**config.mk**
```make
export PLATFORM = sky130hd
export DESIGN_NAME = busy_arbiter
export DESIGN_NICKNAME = d
export VERILOG_FILES = /design/src/rtl/busy_arb_pkg.sv /design/src/rtl/bsa_age_tracker.sv /design/src/rtl/bsa_match_detect.sv /design/src/rtl/bsa_arbiter_core.sv /design/src/rtl/bsa_write_gate.sv /design/src/rtl/busy_arbiter.sv
export SDC_FILE = /design/constraint.sdc
export NUM_CORES = 1
export LEC_CHECK = 0
export ABC_AREA = 1
export BUFFER_PORTS_ARGS = -buffer_cell sky130_fd_sc_hd__buf_2
export CORE_ASPECT_RATIO = 0.75
export CORE_MARGIN = 1
export CORE_UTILIZATION = 35
export CTS_BUF_LIST = sky130_fd_sc_hd__clkbuf_4 sky130_fd_sc_hd__clkbuf_8
export DETAILED_ROUTE_END_ITERATION = 8
export GPL_TIMING_DRIVEN = 0
export PLACE_DENSITY = 0.56
export SYNTH_ARGS = -nofsm -noshare
export SYNTH_HDL_FRONTEND = slang
export SYNTH_SLANG_ARGS = --single-unit
```
**constraint.sdc**
```tcl
create_clock -name clk -period 2.5 [get_ports clk]
set_clock_uncertainty 0.15 [all_clocks]
set_input_delay 0.125 -clock clk [delete_from_list [all_inputs] [get_ports clk]]
set_output_delay 0.125 -clock clk [all_outputs]
set_load 0.1 [all_outputs]
```
**src/rtl/busy_arb_pkg.sv**
```systemverilog
package busy_arb_pkg;

   typedef enum logic [1:0] {
      FLAG_NONE  = 2'b00,
      FLAG_LEFT  = 2'b01,
      FLAG_RIGHT = 2'b10
   } flag_e;

endpackage

```
**src/rtl/bsa_age_tracker.sv**
```systemverilog
module bsa_age_tracker #(
   parameter int ADDR_W = 12,
   parameter int AGE_W  = 4
) (
   input  logic              clk,
   input  logic              rst_n,
   input  logic              en,
   input  logic [ADDR_W-1:0] addr,
   output logic [AGE_W-1:0]  age
);

   localparam logic [AGE_W-1:0] AGE_MAX = {AGE_W{1'b1}};

   logic              prev_en;
   logic [ADDR_W-1:0] prev_addr;
   logic [AGE_W-1:0]  age_q;
   logic [AGE_W-1:0]  age_inc;
   logic              changed;

   always_comb begin
      changed = (en != prev_en) || (addr != prev_addr);
      age_inc = (age_q == AGE_MAX) ? AGE_MAX : age_q + 1'b1;
      age     = changed ? '0 : age_inc;
   end

   always_ff @(posedge clk or negedge rst_n) begin
      if (!rst_n) begin
         prev_en   <= 1'b0;
         prev_addr <= '0;
         age_q     <= '0;
      end else begin
         prev_en   <= en;
         prev_addr <= addr;
         age_q     <= age;
      end
   end

endmodule

```
**src/rtl/bsa_match_detect.sv**
```systemverilog
module bsa_match_detect #(
   parameter int ADDR_W  = 12,
   parameter int SLICE_W = 4
) (
   input  logic              en_a,
   input  logic              en_b,
   input  logic [ADDR_W-1:0] addr_a,
   input  logic [ADDR_W-1:0] addr_b,
   output logic              hit
);

   localparam int NSLICE = (ADDR_W + SLICE_W - 1) / SLICE_W;

   logic [ADDR_W-1:0] bit_eq;
   logic [NSLICE-1:0] slice_eq;

   assign bit_eq = ~(addr_a ^ addr_b);

   for (genvar s = 0; s < NSLICE; s++) begin : g_slice
      localparam int LO = s * SLICE_W;
      localparam int HI = ((LO + SLICE_W) > ADDR_W) ? ADDR_W - 1 : LO + SLICE_W - 1;
      assign slice_eq[s] = &bit_eq[HI:LO];
   end

   assign hit = en_a && en_b && (&slice_eq);

endmodule

```
**src/rtl/bsa_arbiter_core.sv**
```systemverilog
module bsa_arbiter_core
   import busy_arb_pkg::*;
#(
   parameter int AGE_W     = 4,
   parameter bit TIE_RIGHT = 1'b1
) (
   input  logic             clk,
   input  logic             rst_n,
   input  logic             is_master,
   input  logic             hit,
   input  logic [AGE_W-1:0] age_l,
   input  logic [AGE_W-1:0] age_r,
   output flag_e            flag
);

   flag_e flag_q;
   flag_e tie_flag;
   flag_e fresh;

   if (TIE_RIGHT) begin : g_tie_r
      assign tie_flag = FLAG_RIGHT;
   end else begin : g_tie_l
      assign tie_flag = FLAG_LEFT;
   end

   always_comb begin
      if (age_l < age_r)       fresh = FLAG_LEFT;
      else if (age_r < age_l)  fresh = FLAG_RIGHT;
      else                     fresh = tie_flag;

      if (!(is_master && hit))      flag = FLAG_NONE;
      else if (flag_q != FLAG_NONE) flag = flag_q;
      else                          flag = fresh;
   end

   always_ff @(posedge clk or negedge rst_n) begin
      if (!rst_n) flag_q <= FLAG_NONE;
      else        flag_q <= flag;
   end

endmodule

```
**src/rtl/bsa_write_gate.sv**
```systemverilog
module bsa_write_gate (
   input  logic is_master,
   input  logic en,
   input  logic wr,
   input  logic own_busy_n,
   input  logic ext_busy_n,
   output logic wr_ok
);

   logic eff_busy_n;

   assign eff_busy_n = is_master ? own_busy_n : ext_busy_n;
   assign wr_ok      = wr && en && eff_busy_n;

endmodule

```
**src/rtl/busy_arbiter.sv**
```systemverilog
module busy_arbiter
   import busy_arb_pkg::*;
#(
   parameter int ADDR_W    = 12,
   parameter int AGE_W     = 4,
   parameter int SLICE_W   = 4,
   parameter bit TIE_RIGHT = 1'b1
) (
   input  logic              clk,
   input  logic              rst_n,
   input  logic              is_master,
   input  logic              left_en,
   input  logic [ADDR_W-1:0] left_addr,
   input  logic              left_wr,
   input  logic              right_en,
   input  logic [ADDR_W-1:0] right_addr,
   input  logic              right_wr,
   input  logic              left_busy_in_n,
   input  logic              right_busy_in_n,
   output logic              left_busy_n,
   output logic              right_busy_n,
   output logic              left_wr_ok,
   output logic              right_wr_ok
);

   if (ADDR_W < 1) begin : g_bad_addr
      $error("busy_arbiter: ADDR_W must be at least 1");
   end
   if (AGE_W < 2) begin : g_bad_age
      $error("busy_arbiter: AGE_W must be at least 2");
   end
   if (SLICE_W < 1) begin : g_bad_slice
      $error("busy_arbiter: SLICE_W must be at least 1");
   end

   logic [AGE_W-1:0] age_l;
   logic [AGE_W-1:0] age_r;
   logic             hit;
   flag_e            flag;

   bsa_age_tracker #(.ADDR_W(ADDR_W), .AGE_W(AGE_W)) u_age_l (
      .clk(clk), .rst_n(rst_n), .en(left_en), .addr(left_addr), .age(age_l)
   );

   bsa_age_tracker #(.ADDR_W(ADDR_W), .AGE_W(AGE_W)) u_age_r (
      .clk(clk), .rst_n(rst_n), .en(right_en), .addr(right_addr), .age(age_r)
   );

   bsa_match_detect #(.ADDR_W(ADDR_W), .SLICE_W(SLICE_W)) u_match (
      .en_a(left_en), .en_b(right_en),
      .addr_a(left_addr), .addr_b(right_addr),
      .hit(hit)
   );

   bsa_arbiter_core #(.AGE_W(AGE_W), .TIE_RIGHT(TIE_RIGHT)) u_core (
      .clk(clk), .rst_n(rst_n), .is_master(is_master), .hit(hit),
      .age_l(age_l), .age_r(age_r), .flag(flag)
   );

   assign left_busy_n  = (flag != FLAG_LEFT);
   assign right_busy_n = (flag != FLAG_RIGHT);

   bsa_write_gate u_gate_l (
      .is_master(is_master), .en(left_en), .wr(left_wr),
      .own_busy_n(left_busy_n), .ext_busy_n(left_busy_in_n), .wr_ok(left_wr_ok)
   );

   bsa_write_gate u_gate_r (
      .is_master(is_master), .en(right_en), .wr(right_wr),
      .own_busy_n(right_busy_n), .ext_busy_n(right_busy_in_n), .wr_ok(right_wr_ok)
   );

endmodule

```
; ---- After elaboration in Yosys (flattened, before gate mapping)
; Index checks and enable logic that the tools add are counted.
; Widths: inputs -> output; s select.
[totals]
rom_bits = 0
out_inout_bits = 4
inputBits = 33
mem_count = 0
elab_cells = 40
latchBits = 0
ff_bits = 36
mem_bits_rw = 0
[op_classes]
mux = 9
n_bitwise = 2
eq_ne = 8
n_addsub = 2
div_mod_pow = 0
n_mul = 0
reduce_logical = 11
n_shift = 0
n_lt_le_gt_ge = 1
[ops]
columns = operator, count
row1 = $ne 12x12->1, 2
row2 = $mux 4, 4
row3 = $not 12->12, 1
row4 = $reduce_and 12->1, 1
row5 = $xor 12x12->12, 1
row6 = $add 4x1->4 const B, 2
row7 = $eq 4x4->1 const B, 2
row8 = $logic_and 1x1->1, 7
row9 = $mux 2, 3
row10 = $lt 4x4->1, 1
row11 = $logic_or 1x1->1, 2
row12 = $mux 1, 2
row13 = $ne 1x1->1, 2
row14 = $ne 2x1->1 const B, 1
row15 = $ne 2x2->1 const B, 1
row16 = $reduce_bool 2->1, 1

; ---- Longest topological paths before layout
[logic_depth]
word_depth = 10
mapped_depth = 18
mapped_depth_nobuf = 18

; ---- Cells and area by module
; From an unflattened synthesis, not the netlist that was laid out.
[hier_totals]
cells_unflattened = 309
hier_area_um2 = 2058.2
[by_module_without_submodules]
columns = module, cells_each, area_per_inst_um2, n_inst
row1 = bsa_age_tracker, 105, 789.5, 2
row2 = bsa_match_detect, 55, 229.0, 1
row3 = bsa_arbiter_core, 26, 177.7, 1
row4 = bsa_write_gate, 7, 28.8, 2
row5 = busy_arbiter, 4, 15.0, 1

; ---- Worst setup path after synthesis
; No wires, ideal clock.
[synth_timing]
path_type = register to output
start = register u_age_r.prev_addr[3]
end = output port right_wr_ok
t_arrival_ns = 3.205
slack_ns = -0.980
path_stages_with_launch = 15
n_path_buf = 0
required_ns = 2.225
path_cell_list = dfrtp_1 nor2_1 nor2_1 nor2_1 nand2_1 nor2_1 nand2_2 a21oi_1 inv_1 ha_1 a2111oi_2 nand2_2 nand3_1 nand2_1 inv_1
[synth_between]
elab_chain_len = 10
[synth_rtl]
columns = element, line
row1 = start: declaration, bsa_age_tracker.sv:15  ; logic [ADDR_W-1:0] prev_addr;
row2 = start signal: assignment, bsa_age_tracker.sv:33  ; prev_addr <= addr;
row3 = $ne 12x12->1, bsa_age_tracker.sv:21  ; changed = (en != prev_en) || (addr != prev_addr);
row4 = $logic_or 1x1->1, bsa_age_tracker.sv:21
row5 = $mux 4, bsa_age_tracker.sv:23  ; age = changed ? '0 : age_inc;
row6 = via age_r[3], busy_arbiter.sv:37  ; logic [AGE_W-1:0] age_r;
row7 = $lt 4x4->1, bsa_arbiter_core.sv:27  ; if (age_l < age_r) fresh = FLAG_LEFT;
row8 = $mux 2, bsa_arbiter_core.sv:27
row9 = $mux 2, bsa_arbiter_core.sv:32  ; else if (flag_q != FLAG_NONE) flag = flag_q;
row10 = $mux 2, bsa_arbiter_core.sv:31  ; if (!(is_master && hit)) flag = FLAG_NONE;
row11 = $ne 2x2->1, busy_arbiter.sv:61  ; assign right_busy_n = (flag != FLAG_RIGHT);
row12 = via right_busy_n, busy_arbiter.sv:21  ; output logic right_busy_n,
row13 = $mux 1, bsa_write_gate.sv:12  ; assign eff_busy_n = is_master ? own_busy_n : ext_busy_n;
row14 = $logic_and 1x1->1, bsa_write_gate.sv:13  ; assign wr_ok = wr && en && eff_busy_n;
row15 = end: declaration, busy_arbiter.sv:23  ; output logic right_wr_ok
; The timed path passes the listed nets, and every way through them passes these cells.

; ---- Worst setup path in the final report
[layout_timing]
start = register u_age_l.prev_addr[10]
end = output port right_wr_ok
[layout_between]
elab_chain_len = 10
[layout_rtl]
columns = element, line
row1 = start: declaration, bsa_age_tracker.sv:15
row2 = start signal: assignment, bsa_age_tracker.sv:33
row3 = $ne 12x12->1, bsa_age_tracker.sv:21
row4 = $logic_or 1x1->1, bsa_age_tracker.sv:21
row5 = $mux 4, bsa_age_tracker.sv:23
row6 = via age_l[3], busy_arbiter.sv:36  ; logic [AGE_W-1:0] age_l;
row7 = $lt 4x4->1, bsa_arbiter_core.sv:27
row8 = $mux 2, bsa_arbiter_core.sv:27
row9 = $mux 2, bsa_arbiter_core.sv:32
row10 = $mux 2, bsa_arbiter_core.sv:31
row11 = $ne 2x2->1, busy_arbiter.sv:61
row12 = $mux 1, bsa_write_gate.sv:12
row13 = $logic_and 1x1->1, bsa_write_gate.sv:13
; The timed path passes the listed nets, and every way through them passes these cells.

==> flow_summary.ini <==
[synthesis]
avgSynthCellArea_um2 = 8.22
synth_cell_types = 29
async_flop_share_pct = 100
ys_ff_latch = 36
syn-num-nets = 263
ys_dominant_reg_cell = dfrtp_1
ys_seq_area_share_pct = 48.7
syn_inst = 225
yosysWarnings = 0
synth_edf_count = 0
syn-cell-area_um2 = 1850

[drt]
drt_iter0_markers = 52
drt_wl_total_mm = 4.17
via_per_inst = 4.18
num_vias = 1565
ant_nets = 0
drc_errors = 0
wl_per_cell_um = 11.1
first_pass_iters = 4

[clocking]
clock_path_buffers = 2
clk_latency_ns = 0.28
clock_sinks = 36
htree_levels = 2
cts_tree = done
cts_buffers = 5
path_clk_slew_ns = 0.07
cts_root_buf = clkbuf_8

[placement]
io_buffers = 36
place.gp.congestion = 0.709
dp_hpwl_mm = 2.92
dp_cells = 333

[grt]
grt_first_pass_wirelength_mm = 7.21
busiest_layer = met1
track_usage_pct = 17.1
met1_usage_pct = 25.2
grt_start_max_net_pins = 37
grt_antenna_before_repair = 0
use_met2_pct = 24.5
grt_pass1_vias = 1533
grtUsageMet3_pct = 4.08
grt-ovfl-total = 0

[flow_run]
cap_viol_max_count = 0

[finish]
final_common_cell = nand2_1
syn_to_final_growth_pct = 45.8
layout_common_cells = 58 x nand2_1, 37 x inv_1, 36 x dfrtp_1, 32 x buf_2, 27 x dlygate4sd3_1
fin_cells = 374
multi_input_area_um2 = 863
fillerInstances = 494
regArea_um2 = 901
n_antenna_cell = 0
nNetsFinal = 339
drive_gt1_share_pct = 25.8

[outcome]
violations = setup timing
outcome = finished, violations left

[setup_path]
worst-setup-path-type = reg -> out
cp-start-kind = register
rrSetupSlack_ns = 0.20
cpPeakStageDelay_ns = 0.38
crit_top_cell = nand2_2
endpoint_kind = output port
timing.rr.end = u_core.flag_q[1]$_DFF_PN0_
crit_chain = xor2_1, nor2_1, nand2_1, nor2_2, nand2_2, a21oi_4, ha_4, a2111oi_4, nand2_2, buf_4, nand3_4, nand2_2, clkinvlp_4, buf_12
worst-path-max-fanout = 4
r2r-start = u_age_l.prev_addr[10]$_DFF_PN0_
arrival_ns = 2.63
crit_slowest_cell = dfrtp_1
cp.required_ns = 2.23
worstRegToRegCells = 12

[die]
core-area_um2 = 4980
die_x_um = 86.0
dieArea_um2 = 5580
ios = 37
start_util_pct = 37.1
rows = 22
die_y_um = 65.0

[sta]
fmax_mhz = 344
fin_crit_sh_pct = 116
worst_slew_pin_slew_ns = 0.805
fin_ws_ns = -0.405
drv_slew = 0
fin_crit_ns = 2.90
hold_viol = 0
max-slew-margin-rel_pct = 46.4
rsz0062_at_grt = true
finalSetupViolations = 4

[pwr]
pwr-share-comb_pct = 14.7
power_switching_mw = 0.318
leakage_nw = 1.42
totalPowerFinal_mw = 1.32
ir_drop_mv = 0.318
powerDensity_nw_per_um2 = 489
power.share.sequential_pct = 46.5
switching_share_pct = 24.1
clkPwrFrac_pct = 38.9
p_int_mw = 1.00

[min_path]
worstHoldStart = is_master
hold_path_class = in -> reg
min_to = u_core.flag_q[0]$_DFF_PN0_
holdPathStages = 5
-- cells by family (layout without fill, tap and decap cells) --
logic type / count (synthesis) / in the layout / synth area share, %
DFF: 36 / 36 / 48.7
and+or+nand+nor: 105 / 105 / 24.0
xor gates and xnor gates: 19 / 19 / 8.99
adders and majority gates: 5 / 5 / 3.38
buffers and inverters: 45 / 122 / 9.13
AOI/OAI and AO/OA: 15 / 15 / 5.81
-- power groups by stage --
stage | logic [mW] | registers [mW] | clock network [mW]
final | 0.194 | 0.613 | 0.513
after global routing | 0.215 | 0.616 | 0.555
after global placement | 0.151 | 0.623 | 0
after CTS | 0.194 | 0.613 | 0.523
after floorplan | 0.0822 | 0.623 | 0
after detailed placement | 0.154 | 0.624 | 0
-- per-stage QoR --
step | hold slack (ns) | setup TNS [ns] | worst slack [ns] | utilization, % | area [µm²]
floorplan | -0.321 | -0.663 | -0.424 | - | 1920
global placement | 0.116 | -0.915 | -0.298 | 43.9 | 2190
detailed placement | 0.115 | -0.941 | -0.308 | 43.9 | 2190
CTS | 0.169 | -1.44 | -0.463 | 53.3 | 2660
global route | 0.173 | -2.20 | -0.605 | 54.1 | 2700
finish | 0.168 | -1.42 | -0.405 | 54.1 | 2700
-- critical path: cells and delay by family, from the launching register on --
family	cells	cell delay, ns
simple gates	7	0.75
compound gates	2	0.45
buf+inv	3	0.40
flops	1	0.38
fa+ha+maj	1	0.22
xor+xnor	1	0.15
-- sequential cells by signal (all words and copies together) (netlist names) --
name,count
u_core.flag_q,2
u_age_l.age_q,4
u_age_r.prev_en,1
u_age_l.prev_en,1
u_age_r.age_q,4
u_age_l.prev_addr,12
u_age_r.prev_addr,12
-- worst max-delay path by stage --
stage,start,depth (start not counted),slack (ns),end
5_1_grt,u_age_l.prev_en$_DFF_PN0_,15,-0.60,left_wr_ok
3_3_place_gp,u_age_l.prev_addr[11]$_DFF_PN0_,13,-0.30,right_wr_ok
2_1_floorplan,u_age_r.prev_addr[3]$_DFF_PN0_,15,-0.42,left_wr_ok
3_5_place_dp,u_age_l.prev_addr[0]$_DFF_PN0_,13,-0.31,right_wr_ok
6_report,u_age_l.prev_addr[10]$_DFF_PN0_,14,-0.40,right_wr_ok
4_1_cts,u_age_l.prev_addr[10]$_DFF_PN0_,14,-0.46,left_wr_ok
-- synth_stat cells, types with 2 or more instances --
master	number	area [µm²]
inv_2	4	15.0
nand2_2	3	18.8
o21ai_0	2	10.0
a21oi_1	4	20.0
dfrtp_1	36	901
nand2_1	62	233
xnor2_1	10	87.6
nand3_1	8	40.0
o211a_1	2	20.0
inv_1	41	154
o22ai_1	2	12.5
xor2_1	9	78.8
nor2_1	22	82.6
ha_1	5	62.6
-- cell type report --
type	count	area share, %
Timing Repair Buffer	69	20.6
Multi-Input combinational cell	144	32.0
Clock inverter	2	1.30
Clock buffer	6	2.83
Inverter	45	6.54
Tap cell	72	3.34
Sequential cell	36	33.4
-- per-layer routing --
layer / up-vias / share of wire [%]
li1: 836 / -
met1: 697 / 54
met2: 30 / 41
met3: 2 / 3.9
met4: 0 / 0.65
met5: - / 0
-- what timing repair did --
action                                  4_1_cts  5_1_grt
hold buffers                                 27        0
buffers inserted                              3        3
pin swaps                                     7        7
endpoints found under the setup margin        4        5
gates resized for setup                      19        6
gates cloned                                  0        0
endpoints found under the hold margin        62        0
No activity file was read; power rests on OpenSTA's default activity.
